--- src/rtl/ofd_pkg.sv ---
package ofd_pkg;
  localparam int ADDR_W  = 2;
  localparam int DATA_W  = 8;
  localparam int NUM_SRC = 2;

  localparam logic [ADDR_W-1:0] A_ENABLE = 2'd0;
  localparam logic [ADDR_W-1:0] A_STATUS = 2'd1;
  localparam logic [ADDR_W-1:0] A_CLKCTL = 2'd2;

  localparam int B_IE      = 1;
  localparam int B_FLAG    = 1;
  localparam int B_LF_LIVE = 2;
  localparam int B_HF_LIVE = 3;
  localparam int B_OVR     = 4;
  localparam int B_RELEASE = 0;
endpackage

--- src/rtl/ofd_sync_edge.sv ---
module ofd_sync_edge #(
  parameter int STAGES = 2
) (
  input  logic clk,
  input  logic rst,
  input  logic async_in,
  output logic rise_o
);
  logic [STAGES-1:0] sh_q;
  logic              prev_q;

  always_ff @(posedge clk) begin
    if (rst) begin
      sh_q   <= '0;
      prev_q <= 1'b0;
    end else begin
      sh_q   <= {sh_q[STAGES-2:0], async_in};
      prev_q <= sh_q[STAGES-1];
    end
  end

  assign rise_o = sh_q[STAGES-1] & ~prev_q;
endmodule

--- src/rtl/ofd_miss_timer.sv ---
module ofd_miss_timer #(
  parameter int TIMEOUT_CYC = 50
) (
  input  logic clk,
  input  logic rst,
  input  logic edge_i,
  output logic fault_o
);
  localparam int CNT_W = $clog2(TIMEOUT_CYC + 1);
  localparam logic [CNT_W-1:0] RELOAD = CNT_W'(TIMEOUT_CYC - 1);

  logic [CNT_W-1:0] miss_cnt;
  logic [CNT_W-1:0] good_cnt;
  logic             fault_q;
  logic             starve;

  assign starve = (miss_cnt == '0) && !edge_i;

  always_ff @(posedge clk) begin
    if (rst) begin
      miss_cnt <= RELOAD;
      good_cnt <= '0;
      fault_q  <= 1'b0;
    end else begin
      if (edge_i)
        miss_cnt <= RELOAD;
      else if (miss_cnt != '0)
        miss_cnt <= miss_cnt - 1'b1;

      if (starve)
        fault_q <= 1'b1;
      else if (fault_q && edge_i && good_cnt == RELOAD)
        fault_q <= 1'b0;

      if (starve || !fault_q)
        good_cnt <= '0;
      else if (good_cnt != RELOAD)
        good_cnt <= good_cnt + 1'b1;
    end
  end

  assign fault_o = fault_q;

  AST_EDGE_RELOAD: assert property (@(posedge clk) disable iff (rst)
    edge_i |=> miss_cnt == RELOAD);
  AST_STARVE_FAULTS: assert property (@(posedge clk) disable iff (rst)
    starve |=> fault_q);
  AST_FAULT_NEEDS_GAP: assert property (@(posedge clk) disable iff (rst)
    $rose(fault_q) |-> $past(miss_cnt) == '0);
  AST_RECOVER_FULL: assert property (@(posedge clk) disable iff (rst)
    $fell(fault_q) |-> ($past(good_cnt) == RELOAD && $past(edge_i)));
endmodule

--- src/rtl/ofd_ctrl_regs.sv ---
module ofd_ctrl_regs
  import ofd_pkg::*;
#(
  parameter int MAIN_SRC = 0
) (
  input  logic              clk,
  input  logic              rst,
  input  logic [NUM_SRC-1:0] fault_i,
  input  logic              wr_en,
  input  logic [ADDR_W-1:0] addr,
  input  logic [DATA_W-1:0] wdata,
  output logic [DATA_W-1:0] rdata,
  output logic              irq_o,
  output logic              on_ref_o
);
  localparam int OTHER_SRC = 1 - MAIN_SRC;

  logic ie_q, flag_q, force_q, irq_q;
  logic [DATA_W-1:0] rdata_q, rd_n;
  logic any_fault, sel_fault, clr_req, rel_req;

  assign any_fault = |fault_i;
  assign sel_fault = fault_i[MAIN_SRC];
  assign clr_req   = wr_en && (addr == A_STATUS) && !wdata[B_FLAG];
  assign rel_req   = wr_en && (addr == A_CLKCTL) && wdata[B_RELEASE];

  always_comb begin
    rd_n = '0;
    case (addr)
      A_ENABLE: rd_n[B_IE] = ie_q;
      A_STATUS: begin
        rd_n[B_FLAG]    = flag_q;
        rd_n[B_LF_LIVE] = fault_i[0];
        rd_n[B_HF_LIVE] = fault_i[1];
        rd_n[B_OVR]     = force_q;
      end
      default: rd_n = '0;
    endcase
  end

  always_ff @(posedge clk) begin
    if (rst) begin
      ie_q    <= 1'b0;
      flag_q  <= 1'b0;
      force_q <= 1'b0;
      irq_q   <= 1'b0;
      rdata_q <= '0;
    end else begin
      if (wr_en && addr == A_ENABLE)
        ie_q <= wdata[B_IE];

      if (any_fault)
        flag_q <= 1'b1;
      else if (clr_req)
        flag_q <= 1'b0;

      if (sel_fault)
        force_q <= 1'b1;
      else if (rel_req && !flag_q)
        force_q <= 1'b0;

      irq_q   <= flag_q & ie_q;
      rdata_q <= rd_n;
    end
  end

  assign rdata    = rdata_q;
  assign irq_o    = irq_q;
  assign on_ref_o = force_q;

  AST_FLAG_ON_FAULT: assert property (@(posedge clk) disable iff (rst)
    any_fault |=> flag_q);
  AST_FLAG_CLR_GUARD: assert property (@(posedge clk) disable iff (rst)
    $fell(flag_q) |-> $past(clr_req && !any_fault));
  AST_IRQ_LEVEL: assert property (@(posedge clk) disable iff (rst)
    irq_q == $past(flag_q && ie_q));
  AST_FORCE_ON_FAULT: assert property (@(posedge clk) disable iff (rst)
    sel_fault |=> force_q);
  AST_OTHER_NO_FORCE: assert property (@(posedge clk) disable iff (rst)
    (!force_q && !sel_fault && fault_i[OTHER_SRC]) |=> !force_q);
  AST_RELEASE_GUARD: assert property (@(posedge clk) disable iff (rst)
    $fell(force_q) |-> $past(rel_req && !flag_q && !sel_fault));
endmodule

--- src/rtl/osc_fault_guard.sv ---
module osc_fault_guard
  import ofd_pkg::*;
#(
  parameter int REF_KHZ     = 1000,
  parameter int TIMEOUT_US  = 50,
  parameter int SYNC_STAGES = 2,
  parameter int MAIN_SRC    = 0
) (
  input  logic              clk_ref,
  input  logic              rst,
  input  logic              lf_osc_in,
  input  logic              hf_osc_in,
  input  logic              reg_wr,
  input  logic [ADDR_W-1:0] reg_addr,
  input  logic [DATA_W-1:0] reg_wdata,
  output logic [DATA_W-1:0] reg_rdata,
  output logic              main_on_ref,
  output logic              osc_fault_irq
);
  localparam int TIMEOUT_CYC = REF_KHZ * TIMEOUT_US / 1000;

  logic [NUM_SRC-1:0] osc_vec;
  logic [NUM_SRC-1:0] rise_vec;
  logic [NUM_SRC-1:0] fault_vec;

  assign osc_vec = {hf_osc_in, lf_osc_in};

  for (genvar g = 0; g < NUM_SRC; g++) begin : g_src
    ofd_sync_edge #(.STAGES(SYNC_STAGES)) u_sync (
      .clk      (clk_ref),
      .rst      (rst),
      .async_in (osc_vec[g]),
      .rise_o   (rise_vec[g])
    );
    ofd_miss_timer #(.TIMEOUT_CYC(TIMEOUT_CYC)) u_timer (
      .clk     (clk_ref),
      .rst     (rst),
      .edge_i  (rise_vec[g]),
      .fault_o (fault_vec[g])
    );
  end

  ofd_ctrl_regs #(.MAIN_SRC(MAIN_SRC)) u_regs (
    .clk      (clk_ref),
    .rst      (rst),
    .fault_i  (fault_vec),
    .wr_en    (reg_wr),
    .addr     (reg_addr),
    .wdata    (reg_wdata),
    .rdata    (reg_rdata),
    .irq_o    (osc_fault_irq),
    .on_ref_o (main_on_ref)
  );
endmodule

--- config.mk ---
export PLATFORM = sky130hd
export DESIGN_NAME = osc_fault_guard
export DESIGN_NICKNAME = d
export VERILOG_FILES = /design/src/rtl/ofd_pkg.sv /design/src/rtl/ofd_sync_edge.sv /design/src/rtl/ofd_miss_timer.sv /design/src/rtl/ofd_ctrl_regs.sv /design/src/rtl/osc_fault_guard.sv
export SDC_FILE = /design/constraint.sdc
export NUM_CORES = 1
export LEC_CHECK = 0
export BUFFER_PORTS_ARGS = -buffer_cell sky130_fd_sc_hd__buf_2
export CORE_MARGIN = 8
export CORE_UTILIZATION = 40
export DETAILED_ROUTE_END_ITERATION = 8
export RECOVER_POWER = 50
export SETUP_SLACK_MARGIN = 0.05
export SYNTH_ARGS = -nofsm -noshare
export SYNTH_HDL_FRONTEND = slang
export SYNTH_SLANG_ARGS = --single-unit
--- constraint.sdc ---
create_clock -name clk_ref -period 3.7 [get_ports clk_ref]
set_input_delay 0.185 -clock clk_ref [delete_from_list [all_inputs] [get_ports clk_ref]]
set_output_delay 0.185 -clock clk_ref [all_outputs]
set_load 0.1 [all_outputs]
==> results.json <==
{
  "power_frac_comb": 0.090,
  "grt_max_degree": 18,
  "drc": 0,
  "ys_types": 35,
  "slowest_stage": "or4b_1",
  "syn_area_per_cell_sq_um": 9.283,
  "synth_area_leaders": "dfxtp_1 (46%), ha_1 (5.1%), nor3_1 (4.6%)",
  "start_util": 0.4049,
  "slew_headroom": 0.2184,
  "grt_setup_unrepaired": "no",
  "drt-initial-drc-count": 31,
  "nets": 226,
  "ir_drop_uv": 209.7,
  "pwr-share-clk": 0.395,
  "cp_top_family": "simple AND/OR/NAND/NOR gates",
  "cts-htree-levels": 2,
  "worst_ep_arrival_time_ns": 2.00,
  "ctsHoldBuffers": 0,
  "power_leakage_nw": 0.6730,
  "crit_required_ns": 3.87,
  "synth_top_cell_area_share": 0.4638,
  "cp_num_buf_inv": 1,
  "ios": 25,
  "rows": 24,
  "setup_violations": 0,
  "dieHeight_microns": 81.70,
  "antenna_cells": 0,
  "fin_crit_ns": 1.832,
  "die_w_microns": 81.70,
  "cts-buffers-inserted": 5,
  "cap_violations": 0,
  "grt_pass1_vias": 1221,
  "switching_share": 0.2464,
  "vias": 1277,
  "status": "finished, final reports clean",
  "cts_max_path_buffers": 2,
  "yosysTopAreaCell": "dfxtp_1",
  "p_switching_mw": 0.2205,
  "power_density_nw_per_um2": 462.4,
  "drv_slew": 0,
  "postRouteAntennaNets": 0,
  "clock_skew_ns": 0.005598,
  "netlist_area_sq_um": 1727,
  "period_share": 0.4951,
  "portBuffers": 14,
  "syn-instance-count": 186,
  "cts_tree": "built",
  "ys.warnings.count": 0,
  "p_int_mw": 0.6745,
  "worstPathCellList": "inv_1 > ha_1 > or4b_1 > o311ai_4 > nor3_1",
  "crit_type": "flip-flop to flip-flop",
  "core_area_sq_um": 4264,
  "layout-drive-gt1-share": 0.09268,
  "cts_setup_buffers": 0,
  "crit_path_max_fanout": 6,
  "p_seq_frac": 0.515,
  "ys_seq_elements": 40,
  "max_freq_mhz": 545.9,
  "tightestPinTransition_ns": 1.177,
  "grt.total_usage": 0.1022,
  "drtPass1Iterations": 2,
  "cts.sinks": 40,
  "dieArea_sq_um": 6675,
  "root_buffer": "clkbuf_8",
  "drt-total-wl_microns": 3042,
  "wire_per_inst_microns": 11.84,
  "crit_path_max_incr_delay_ns": 0.60,
  "avgViaCountPerCell": 4.969,
  "setup_tns_ns": 0,
  "layout-area-overhead-vs-synth_pct": 12.10,
  "antenna_found_initial": 0,
  "clk_latency_ns": 0.29,
  "cts.clk_slew.worst_paths_ns": 0.08,
  "finalPower_mw": 0.8951,
  "grt_first_pass_wirelength_microns": 5299,
  "final-hold-violation-count": 0,
  "seq_area_frac_synth": 0.4638,
  "crit_path_start_kind": "flip-flop",
  "dp_hpwl_microns": 2237,
  "gr-total-overflow": 0,
  "hp-class": "input pin to flip-flop",
  "place.gp.congestion": 0.7505,
  "ctsResizeCount": 0,
  "crit_path_end_kind": "flip-flop"
}
==> routing by layer <==
layer | share of wire | track usage
met1 | 0.48 | 0.1180
met2 | 0.43 | 0.1599
met3 | 0.069 | 0.04158
met4 | 0.015 | 0.05263
met5 | 0 | 0
==> layout make-up <==
type,instances,area [sq um]
fill,433,2328
multi-input combinational,131,853.3
sequential,40,800.8
clock buffer,5,68.82
tap,52,65.06
timing repair buffer,14,60.06
inverter,12,45.04
clock inverter,3,42.54
==> worst paths after layout <==
| check | start | end | slack, ns | cells past startpoint |
|---|---|---|---|---|
| worst min register to register | g_src[1].u_sync.sh_q[0] | g_src[1].u_sync.sh_q[1] | 0.44 | 1 |
| worst max-delay path | g_src[1].u_timer.miss_cnt[0] | g_src[1].u_timer.good_cnt[2] | 1.87 | 5 |
| worst min-delay path | lf_osc_in | g_src[0].u_sync.sh_q[0] | 0.1 | 2 |
| worst max register to register | g_src[1].u_timer.miss_cnt[0] | g_src[1].u_timer.good_cnt[2] | 1.87 | 5 |
==> cells in the mapped netlist (all sizes together) <==
| master | number |
|---|---|
| o31ai | 2 |
| o21ai | 8 |
| o2bb2ai | 1 |
| xor2 | 4 |
| nor4 | 4 |
| nand4 | 1 |
| nand4b | 1 |
| o311ai | 2 |
| xnor2 | 6 |
| nor2b | 7 |
| nor3b | 2 |
| dfxtp | 40 |
| nor2 | 19 |
| o22ai | 1 |
| or3 | 3 |
| o311a | 1 |
| a21oi | 6 |
| o21a | 5 |
| nand3 | 7 |
| o211ai | 1 |
| or3b | 2 |
| nor3 | 16 |
| clkbuf | 1 |
| buf | 5 |
| inv | 12 |
| nand2b | 4 |
| conb | 1 |
| and3 | 1 |
| or4b | 1 |
| a211oi | 4 |
| mux2i | 2 |
| nand2 | 7 |
| nand3b | 2 |
| ha | 7 |
==> power groups by stage <==
| stage | clock network, mW | logic (mW) | registers (mW) |
|---|---|---|---|
| global route | 0.383 | 0.0892 | 0.464 |
| global placement | 0 | 0.0806 | 0.471 |
| finish | 0.353 | 0.0804 | 0.461 |
| detailed placement | 0 | 0.0814 | 0.471 |
| floorplan | 0 | 0.0695 | 0.468 |
| CTS | 0.366 | 0.0816 | 0.461 |
==> layout by cell type, fill, tap and decap left out, drive strengths merged, types with 2 or more instances in the layout <==
cell type and instances:
a211oi 4, clkbuf 13, nor2b 7, nor3 16, inv 12, nor4 4, nand2b 4, nor3b 2
o31ai 2, xor2 4, conb 4, o21a 5, o21ai 8, buf 6, nand2 7, nand3 7
or3 3, ha 7, xnor2 6, or3b 2, o311ai 2, mux2i 2, a21oi 6, nor2 19
dfxtp 40, nand3b 2
==> state kept, by name (all words and copies together) (netlist names), 2 cells and up <==
signal                  flops
g_src.u_sync.prev_q         2
g_src.u_timer.good_cnt     12
g_src.u_timer.miss_cnt     12
u_regs.rdata                4
g_src.u_sync.sh_q           4
g_src.u_timer.fault_o       2
==> worst reg2reg max path, delay by kind of cell, from the launching register on <==
family	cells	cell delay, ns
buf+inv	1	0.07
compound gates	1	0.39
simple gates	2	0.70
fa+ha+maj	1	0.21
flops	1	0.34
==> per-stage QoR <==
stage	util	instances	cell area [sq um]	hold slack, ns	setup slack [ns]
after floorplan	-	189	1738	0.2566	2.064
after global placement	0.4302	249	1834	0.3974	1.892
after detailed placement	0.4302	249	1834	0.4005	1.844
after CTS	0.4563	257	1946	0.08614	1.839
after global routing	0.4539	257	1936	0.1237	1.747
final	0.4539	257	1936	0.09566	1.868
==> cell families (layout without fill, tap and decap cells) <==
group | count (synthesis) | count (layout) | synth area share
buf+inv | 18 | 34 | 0.04854
compound gates | 31 | 31 | 0.1384
flops | 40 | 40 | 0.4638
mux | 2 | 2 | 0.01159
fa+ha+maj | 7 | 7 | 0.05072
other cells | 1 | 4 | 0.002172
simple gates | 77 | 77 | 0.2341
xor+xnor | 10 | 10 | 0.05072
Power figures use the tool's default switching activity.
